<file path="src/rtl/irq_router_pkg.sv">
// Package: shared constants and the access-class type for the routing
// interrupt controller. Assumes a 7-bit byte-offset register window.
package irq_router_pkg;

    localparam int unsigned ADDR_W      = 7;
    localparam int unsigned DATA_W      = 32;
    localparam int unsigned ROUTE_W     = 8;

    localparam int unsigned OFS_STATUS  = 'h20;
    localparam int unsigned OFS_ENABLE  = 'h24;
    localparam int unsigned OFS_EN_SET  = 'h28;
    localparam int unsigned OFS_EN_CLR  = 'h2C;
    localparam int unsigned OFS_CORE0   = 'h40;
    localparam int unsigned CORE_STRIDE = 8;
    localparam int unsigned WINDOW_END  = 'h64;

    localparam logic [2:0]  SIZE_BYTE   = 3'd1;
    localparam logic [2:0]  SIZE_WORD   = 3'd4;

    // Class of a register access after decode.
    typedef enum logic [2:0] {
        ACC_NONE,
        ACC_ROUTE,
        ACC_STATUS,
        ACC_ENABLE,
        ACC_EN_SET,
        ACC_EN_CLR,
        ACC_CORE
    } acc_kind_e;

endpackage

</file>
<file path="src/rtl/irq_access_decode.sv">
// Module: irq_access_decode
// Classifies an access by offset and size. Byte accesses below N_LINES
// reach the routing table. Aligned 4-byte accesses inside the window reach
// the word registers. Anything else is ACC_NONE.
// Assumes N_LINES <= 32 so the routing table ends below the word registers.
module irq_access_decode
    import irq_router_pkg::*;
#(
    parameter int unsigned N_LINES = 32,
    parameter int unsigned N_CORES = 4,
    localparam int unsigned LINE_IDX_W = (N_LINES > 1) ? $clog2(N_LINES) : 1,
    localparam int unsigned CORE_IDX_W = (N_CORES > 1) ? $clog2(N_CORES) : 1
) (
    input  logic [ADDR_W-1:0]     addr,
    input  logic [2:0]            size,
    output acc_kind_e             kind,
    output logic [LINE_IDX_W-1:0] line_idx,
    output logic [CORE_IDX_W-1:0] core_idx
);

    // Purpose: map offset and size to an access class and an index.
    always_comb begin
        kind     = ACC_NONE;
        core_idx = '0;
        line_idx = addr[LINE_IDX_W-1:0];
        if (size == SIZE_BYTE && int'(addr) < int'(N_LINES)) begin
            kind = ACC_ROUTE;
        end else if (size == SIZE_WORD && addr[1:0] == 2'b00 &&
                     int'(addr) < int'(WINDOW_END)) begin
            case (int'(addr))
                OFS_STATUS: kind = ACC_STATUS;
                OFS_ENABLE: kind = ACC_ENABLE;
                OFS_EN_SET: kind = ACC_EN_SET;
                OFS_EN_CLR: kind = ACC_EN_CLR;
                default:    kind = ACC_NONE;
            endcase
            for (int c = 0; c < int'(N_CORES); c++) begin
                if (int'(addr) == int'(OFS_CORE0) + c * int'(CORE_STRIDE)) begin
                    kind     = ACC_CORE;
                    core_idx = CORE_IDX_W'(c);
                end
            end
        end
    end

endmodule

</file>
<file path="src/rtl/irq_regfile.sv">
// Module: irq_regfile
// Holds the enable mask and the routing table, applies writes, and
// registers read data. Status words come in from the routing matrix and
// are only read here. Writes to them are dropped because they are
// recomputed every cycle.
// Assumes one access per strobe and N_CORES + N_PINS <= 8.
module irq_regfile
    import irq_router_pkg::*;
#(
    parameter int unsigned N_LINES = 32,
    parameter int unsigned N_CORES = 4,
    parameter int unsigned N_PINS  = 4,
    localparam int unsigned RW         = N_CORES + N_PINS,
    localparam int unsigned LINE_IDX_W = (N_LINES > 1) ? $clog2(N_LINES) : 1,
    localparam int unsigned CORE_IDX_W = (N_CORES > 1) ? $clog2(N_CORES) : 1
) (
    input  logic                       clk,
    input  logic                       rst_n,
    input  logic                       acc_valid,
    input  logic                       acc_write,
    input  acc_kind_e                  kind,
    input  logic [LINE_IDX_W-1:0]      line_idx,
    input  logic [CORE_IDX_W-1:0]      core_idx,
    input  logic [DATA_W-1:0]          wdata,
    input  logic [N_LINES-1:0]         masked,
    input  logic [N_CORES*N_LINES-1:0] core_status,
    output logic [N_LINES-1:0]         enable,
    output logic [N_LINES*RW-1:0]      route_flat,
    output logic [DATA_W-1:0]          rdata
);

    logic [N_LINES-1:0] enable_q;
    logic [RW-1:0]      route_q [N_LINES];
    logic [DATA_W-1:0]  rdata_q;
    logic [DATA_W-1:0]  rd_next;

    // Purpose: expose the routing table as one flat vector for the matrix.
    for (genvar i = 0; i < int'(N_LINES); i++) begin : g_flat
        assign route_flat[i*RW +: RW] = route_q[i];
    end

    // Purpose: select read data for the decoded register, zero otherwise.
    always_comb begin
        rd_next = '0;
        case (kind)
            ACC_ROUTE:  rd_next[RW-1:0]      = route_q[line_idx];
            ACC_STATUS: rd_next[N_LINES-1:0] = masked;
            ACC_ENABLE: rd_next[N_LINES-1:0] = enable_q;
            ACC_CORE:   rd_next[N_LINES-1:0] =
                            core_status[int'(core_idx)*N_LINES +: N_LINES];
            default:    rd_next = '0;
        endcase
    end

    // Purpose: apply writes to mask and routing table, capture read data.
    always_ff @(posedge clk) begin
        if (!rst_n) begin
            enable_q <= '0;
            rdata_q  <= '0;
            for (int i = 0; i < int'(N_LINES); i++) begin
                route_q[i] <= '0;
            end
        end else begin
            if (acc_valid && acc_write) begin
                case (kind)
                    ACC_ROUTE:  route_q[line_idx] <= wdata[RW-1:0];
                    ACC_EN_SET: enable_q <= enable_q | wdata[N_LINES-1:0];
                    ACC_EN_CLR: enable_q <= enable_q & ~wdata[N_LINES-1:0];
                    default: ;
                endcase
            end
            if (acc_valid && !acc_write) begin
                rdata_q <= rd_next;
            end
        end
    end

    assign enable = enable_q;
    assign rdata  = rdata_q;

    // every bit written through the set offset is present afterwards.
    a_r3_set_ors_in: assert property (@(posedge clk) disable iff (!rst_n)
        (acc_valid && acc_write && kind == ACC_EN_SET)
        |=> ((enable_q & $past(wdata[N_LINES-1:0])) == $past(wdata[N_LINES-1:0])));

    // every bit written through the clear offset is gone afterwards.
    a_r3_clr_removes: assert property (@(posedge clk) disable iff (!rst_n)
        (acc_valid && acc_write && kind == ACC_EN_CLR)
        |=> ((enable_q & $past(wdata[N_LINES-1:0])) == '0));

    // a malformed or unmapped write leaves mask and table untouched.
    a_r8_bad_write_inert: assert property (@(posedge clk) disable iff (!rst_n)
        (acc_valid && acc_write && kind == ACC_NONE)
        |=> ($stable(enable_q) && $stable(route_flat)));

    // writes to read-only or recomputed words change no state.
    a_r9_ro_write_inert: assert property (@(posedge clk) disable iff (!rst_n)
        (acc_valid && acc_write &&
         (kind == ACC_STATUS || kind == ACC_ENABLE || kind == ACC_CORE))
        |=> ($stable(enable_q) && $stable(route_flat)));

endmodule

</file>
<file path="src/rtl/irq_route_matrix.sv">
// Module: irq_route_matrix
// Purely combinational. Masks the raw lines with the enable mask, then
// builds one status word per core and one pending flag per CPU pin from
// the routing bits. Assumes routing bits 0..N_CORES-1 are core selects and
// the next N_PINS bits are pin selects.
module irq_route_matrix #(
    parameter int unsigned N_LINES = 32,
    parameter int unsigned N_CORES = 4,
    parameter int unsigned N_PINS  = 4,
    localparam int unsigned RW = N_CORES + N_PINS
) (
    input  logic [N_LINES-1:0]         irq_in,
    input  logic [N_LINES-1:0]         enable,
    input  logic [N_LINES*RW-1:0]      route_flat,
    output logic [N_LINES-1:0]         masked,
    output logic [N_CORES*N_LINES-1:0] core_status,
    output logic [N_PINS-1:0]          pin_any
);

    // Purpose: level status gated by the enable mask.
    assign masked = irq_in & enable;

    // Purpose: per-core status words from the core-select bits.
    for (genvar c = 0; c < int'(N_CORES); c++) begin : g_core
        for (genvar i = 0; i < int'(N_LINES); i++) begin : g_line
            assign core_status[c*N_LINES + i] = masked[i] & route_flat[i*RW + c];
        end
    end

    // Purpose: per-pin pending flags from the pin-select bits.
    for (genvar p = 0; p < int'(N_PINS); p++) begin : g_pin
        logic [N_LINES-1:0] sel;
        for (genvar i = 0; i < int'(N_LINES); i++) begin : g_line
            assign sel[i] = route_flat[i*RW + N_CORES + p];
        end
        assign pin_any[p] = |(masked & sel);
    end

endmodule

</file>
<file path="src/rtl/irq_parent_drive.sv">
// Module: irq_parent_drive
// Registers the parent outputs. Output core*N_PINS+pin is the AND of
// "core has any pending line" and "pin has any pending line".
// Assumes the inputs are settled combinational results from the matrix.
module irq_parent_drive #(
    parameter int unsigned N_LINES = 32,
    parameter int unsigned N_CORES = 4,
    parameter int unsigned N_PINS  = 4,
    localparam int unsigned N_PARENTS = N_CORES * N_PINS
) (
    input  logic                       clk,
    input  logic                       rst_n,
    input  logic [N_CORES*N_LINES-1:0] core_status,
    input  logic [N_PINS-1:0]          pin_any,
    output logic [N_PARENTS-1:0]       parent_irq
);

    logic [N_PARENTS-1:0] parent_d;
    logic [N_PARENTS-1:0] parent_q;

    // Purpose: cross product of core activity and pin activity.
    for (genvar c = 0; c < int'(N_CORES); c++) begin : g_core
        logic core_any;
        assign core_any = |core_status[c*N_LINES +: N_LINES];
        for (genvar p = 0; p < int'(N_PINS); p++) begin : g_pin
            assign parent_d[c*N_PINS + p] = core_any & pin_any[p];
        end
    end

    // Purpose: register the outputs, cleared by reset.
    always_ff @(posedge clk) begin
        if (!rst_n) parent_q <= '0;
        else        parent_q <= parent_d;
    end

    assign parent_irq = parent_q;

endmodule

</file>
<file path="src/rtl/irq_router.sv">
// Module: irq_router (top)
// Level-sensitive interrupt router. Routes enabled lines to core/pin
// parent outputs through per-line routing bytes behind a register port.
// Assumes a synchronous active-low reset and single-cycle access strobes.
module irq_router
    import irq_router_pkg::*;
#(
    parameter int unsigned N_LINES = 32,
    parameter int unsigned N_CORES = 4,
    parameter int unsigned N_PINS  = 4,
    localparam int unsigned RW         = N_CORES + N_PINS,
    localparam int unsigned N_PARENTS  = N_CORES * N_PINS,
    localparam int unsigned LINE_IDX_W = (N_LINES > 1) ? $clog2(N_LINES) : 1,
    localparam int unsigned CORE_IDX_W = (N_CORES > 1) ? $clog2(N_CORES) : 1
) (
    input  logic                 clk,
    input  logic                 rst_n,
    input  logic [N_LINES-1:0]   irq_in,
    input  logic                 bus_valid,
    input  logic                 bus_write,
    input  logic [2:0]           bus_size,
    input  logic [ADDR_W-1:0]    bus_addr,
    input  logic [DATA_W-1:0]    bus_wdata,
    output logic [DATA_W-1:0]    bus_rdata,
    output logic [N_PARENTS-1:0] parent_irq
);

    acc_kind_e                  kind;
    logic [LINE_IDX_W-1:0]      line_idx;
    logic [CORE_IDX_W-1:0]      core_idx;
    logic [N_LINES-1:0]         enable;
    logic [N_LINES*RW-1:0]      route_flat;
    logic [N_LINES-1:0]         masked;
    logic [N_CORES*N_LINES-1:0] core_status;
    logic [N_PINS-1:0]          pin_any;

    irq_access_decode #(.N_LINES(N_LINES), .N_CORES(N_CORES)) u_decode (
        .addr     (bus_addr),
        .size     (bus_size),
        .kind     (kind),
        .line_idx (line_idx),
        .core_idx (core_idx)
    );

    irq_regfile #(.N_LINES(N_LINES), .N_CORES(N_CORES), .N_PINS(N_PINS)) u_regs (
        .clk         (clk),
        .rst_n       (rst_n),
        .acc_valid   (bus_valid),
        .acc_write   (bus_write),
        .kind        (kind),
        .line_idx    (line_idx),
        .core_idx    (core_idx),
        .wdata       (bus_wdata),
        .masked      (masked),
        .core_status (core_status),
        .enable      (enable),
        .route_flat  (route_flat),
        .rdata       (bus_rdata)
    );

    irq_route_matrix #(.N_LINES(N_LINES), .N_CORES(N_CORES), .N_PINS(N_PINS)) u_matrix (
        .irq_in      (irq_in),
        .enable      (enable),
        .route_flat  (route_flat),
        .masked      (masked),
        .core_status (core_status),
        .pin_any     (pin_any)
    );

    irq_parent_drive #(.N_LINES(N_LINES), .N_CORES(N_CORES), .N_PINS(N_PINS)) u_drive (
        .clk         (clk),
        .rst_n       (rst_n),
        .core_status (core_status),
        .pin_any     (pin_any),
        .parent_irq  (parent_irq)
    );

    // with nothing pending at the last edge, every output is low now.
    a_r7_no_latch: assert property (@(posedge clk) disable iff (!rst_n)
        ($past(masked) == '0) |-> (parent_irq == '0));

    // each raised output had both its core gate and its pin gate.
    for (genvar c = 0; c < int'(N_CORES); c++) begin : g_chk_core
        for (genvar p = 0; p < int'(N_PINS); p++) begin : g_chk_pin
            a_r6_core_gate: assert property (@(posedge clk) disable iff (!rst_n)
                parent_irq[c*N_PINS + p] |-> $past(|core_status[c*N_LINES +: N_LINES]));
            a_r6_pin_gate: assert property (@(posedge clk) disable iff (!rst_n)
                parent_irq[c*N_PINS + p] |-> $past(pin_any[p]));
        end
    end

endmodule

</file>
<file path="config.mk">
export PLATFORM = sky130hd
export DESIGN_NAME = irq_router
export DESIGN_NICKNAME = d
export VERILOG_FILES = /design/src/rtl/irq_router_pkg.sv /design/src/rtl/irq_access_decode.sv /design/src/rtl/irq_regfile.sv /design/src/rtl/irq_route_matrix.sv /design/src/rtl/irq_parent_drive.sv /design/src/rtl/irq_router.sv
export SDC_FILE = /design/constraint.sdc
export NUM_CORES = 1
export LEC_CHECK = 0
export BUFFER_PORTS_ARGS = -buffer_cell sky130_fd_sc_hd__buf_4
export CAP_MARGIN = 20
export CORE_ASPECT_RATIO = 0.5
export CORE_MARGIN = 2
export CORE_UTILIZATION = 40
export CTS_BUF_LIST = sky130_fd_sc_hd__clkbuf_16
export DETAILED_ROUTE_END_ITERATION = 6
export PLACE_DENSITY = 0.6
export SLEW_MARGIN = 20
export SYNTH_ARGS = -nofsm -noshare
export SYNTH_HDL_FRONTEND = slang
export SYNTH_HIERARCHICAL = 1
export SYNTH_SLANG_ARGS = --single-unit
</file>
<file path="constraint.sdc">
create_clock -name clk -period 4.5 [get_ports clk]
set_input_delay 0.9 -clock clk [delete_from_list [all_inputs] [get_ports clk]]
set_output_delay 0.9 -clock clk [all_outputs]
set_load 0.03 [all_outputs]
</file>
==> results.ini <==
[floorplan]
core-area_um2=45140
die_y_um=155.3
start_util_pct=40.54
chipWidth_um=306.5
placementRows=55
io-pin-count=126
die_area_um2=47590

[critical_path]
r2r-start=u_regs/route_q[5][1]$_SDFFCE_PN0P_
end_kind=register
worstPathRequired_ps=4690
timing.rr.end=u_regs/rdata[1]$_SDFFE_PN0P_
reg2reg_slack_ps=2070
critPathLaunchType=primary input
worstRegToRegCells=5
critPathArrivalTime_ps=3740
path_class=in -> reg
path_max_fanout=24

[route]
vias=14540
viasPerCell=6.361
wl_per_cell_um=30.90
drtPass1Iterations=7
drtIter0Drc=2162
drc=0
ant_nets=0
totalWireLength_mm=70.60

[sta]
tns_ps=0
fin_crit_sh_pct=78.88
fmax_mhz=281.7
hold_viol_final=0
period_minus_slack_ps=3550
worstMarginPinSlew_ps=913.7
slew_headroom_pct=39.09
slew_violations=0
hold_ws_ps=505.1
rsz0062_at_grt=false
timing.final.ws_setup_ps=950.3
skew_ps=17.22
setup_violations=0

[clock_tree]
htree_levels=2
cts.sinks=336
ctsResizeCount=0
root_buffer=clkbuf_16
clk_latency_ps=540
cts_hold_buf=0
clkTransAtPathRegs_ps=60
numCtsBuffers=34
cts_buffer_depth=3
cts_tree=done
post_cts.repair.setup_buffers=0

[yosys]
yosys.cell_types.count=54
synth_area_per_cell_um2=11.53
synth_cells=1588
mappedNetlistArea_um2=18300
async_flop_share_pct=0
synth_flop_cell=edfxtp_1
synth_edf_count=256
synth_seq_cells=336
synth-seq-area-share_pct=50.75
ys_warn_count=6
synthesis.nets=1666

[final_layout]
fill_cells=4136
final_net_count=1736
layout_common_cells=275 x and2_1, 256 x edfxtp_1, 169 x buf_4
drive_above_1_share_pct=19.12
final_core_utilization_pct=46.27
final_common_cell=and2_1
final_cells=2285
area_growth_pct=14.14

[place]
portBuffers=125
placed_cells=2220
dpl_worst_slack_ps=500.8
gp_congestion=1.019
hpwlAfterDp_mm=52.94

[pwr]
p_per_area_nw_per_um2=347.9
p_leak_nw=8.050
ir_drop_v=0.0002284

[grt]
grt_overflow=0
grt_first_pass_wirelength_mm=98.42
grt_max_degree=103
antenna_found_initial=4
grtUsageTotal_pct=29.12
grt_pass1_vias=13550

[worst_hold_path]
hold_class=reg -> reg
hold_depth=2
min-delay-start=u_regs/rdata[3]$_SDFFE_PN0P_
whs_endpoint=u_regs/rdata[3]$_SDFFE_PN0P_

[run_status]
status=finished, final reports clean

[job]
drv_cap=0

==> cell usage after synthesis (6+ instances only) <==
cell type | n | share of area (%)
and2_1 | 276 | 9.4
edfxtp_1 | 256 | 42
and3_1 | 128 | 4.4
mux2i_1 | 128 | 7.0
dfxtp_1 | 80 | 8.8
a22oi_1 | 72 | 3.0
clkbuf_1 | 71 | 1.5
a21oi_1 | 66 | 1.8
o22ai_1 | 65 | 2.2
nor2_1 | 53 | 1.1
nor4_1 | 33 | 1.1
a311oi_1 | 32 | 1.5
buf_2 | 30 | 0.82
mux4_2 | 29 | 3.6
o21ai_0 | 26 | 0.71
a222oi_1 | 24 | 1.3
mux2_2 | 24 | 1.5
or4_1 | 21 | 0.86
nand2_1 | 18 | 0.37
buf_6 | 17 | 1.0
nand4_1 | 17 | 0.58
nand2b_1 | 11 | 0.38
nor2_2 | 10 | 0.34
and2_0 | 9 | 0.31
buf_1 | 8 | 0.16
o21ai_1 | 8 | 0.22
buf_4 | 7 | 0.29
nand4bb_1 | 6 | 0.37
nor3_2 | 6 | 0.33
==> critical path: stages <==
cell and delay [ps]:
buf_4 190, or4_4 520, o22ai_1 230, and4bb_1 360, nand3_1 130, or2_1 530, nor3_2 470, nand2b_1 410
==> layer usage <==
metal  GRT usage (%)  part of all wire [%]  up-vias
met3           8.364                    12      100
met5               0                 0.018        -
met4           7.213                   2.2        2
met2           42.10                    41      820
met1           42.72                    44     7351
li1                -                     -     6263
==> registers in the layout, summed over array words and instances (netlist names), named ones only <==
register / cells
u_drive/parent_irq: 16
u_regs/rdata: 32
u_regs/route_q: 256
==> metrics by stage <==
step | power (mW) | cell area [µm²]
final | 7.268 | 20890
after detailed placement | 4.092 | 19630
after CTS | 7.264 | 20880
after global routing | 7.434 | 20880
after global placement | 4.091 | 19630
after floorplan | 3.800 | 18300
==> final cells by class <==
class                      instances  area (µm²)  area share, %
antenna                            3       7.507        0.03594
multi-input combinational       1111        8249          39.49
sequential                       336        9289          44.47
inverter                           2       7.507        0.03594
clock buffer                      37       925.9          4.432
timing repair buffer             173        1340          6.415
clock inverter                    25       322.8          1.545
tap                              598       748.2          3.582
==> worst max path at each step <==
stage / start / endpoint / cells past startpoint
6_report: bus_addr[0] / u_regs/route_q[25][3]$_SDFFCE_PN0P_ / 8
3_5_place_dp: bus_addr[0] / u_regs/route_q[24][3]$_SDFFCE_PN0P_ / 8
5_1_grt: bus_addr[4] / u_regs/route_q[25][0]$_SDFFCE_PN0P_ / 9
3_3_place_gp: bus_addr[0] / u_regs/route_q[24][7]$_SDFFCE_PN0P_ / 8
4_1_cts: bus_addr[0] / u_regs/route_q[24][3]$_SDFFCE_PN0P_ / 8
2_1_floorplan: bus_size[0] / u_regs/route_q[28][0]$_SDFFCE_PN0P_ / 8
==> cells by family (layout without fill, tap and decap cells) <==
| group | after synthesis | after routing | synth area share [%] |
|---|---|---|---|
| AND/OR/NAND/NOR | 634 | 634 | 21.79 |
| flip-flops | 336 | 336 | 50.75 |
| AO/OA/AOI/OAI | 293 | 293 | 10.75 |
| multiplexers | 184 | 184 | 12.48 |
| buffers and inverters | 141 | 237 | 4.225 |
| other | 0 | 3 | 0 |
==> power breakdown <==
part | leakage [nW] | total, mW | internal, mW | switching [mW]
sequential | 3.07 | 3.55 | 3.45 | 0.103
combinational | 4.36 | 0.501 | 0.160 | 0.341
clock | 0.621 | 3.22 | 1.95 | 1.27
Power figures use the tool's default switching activity.
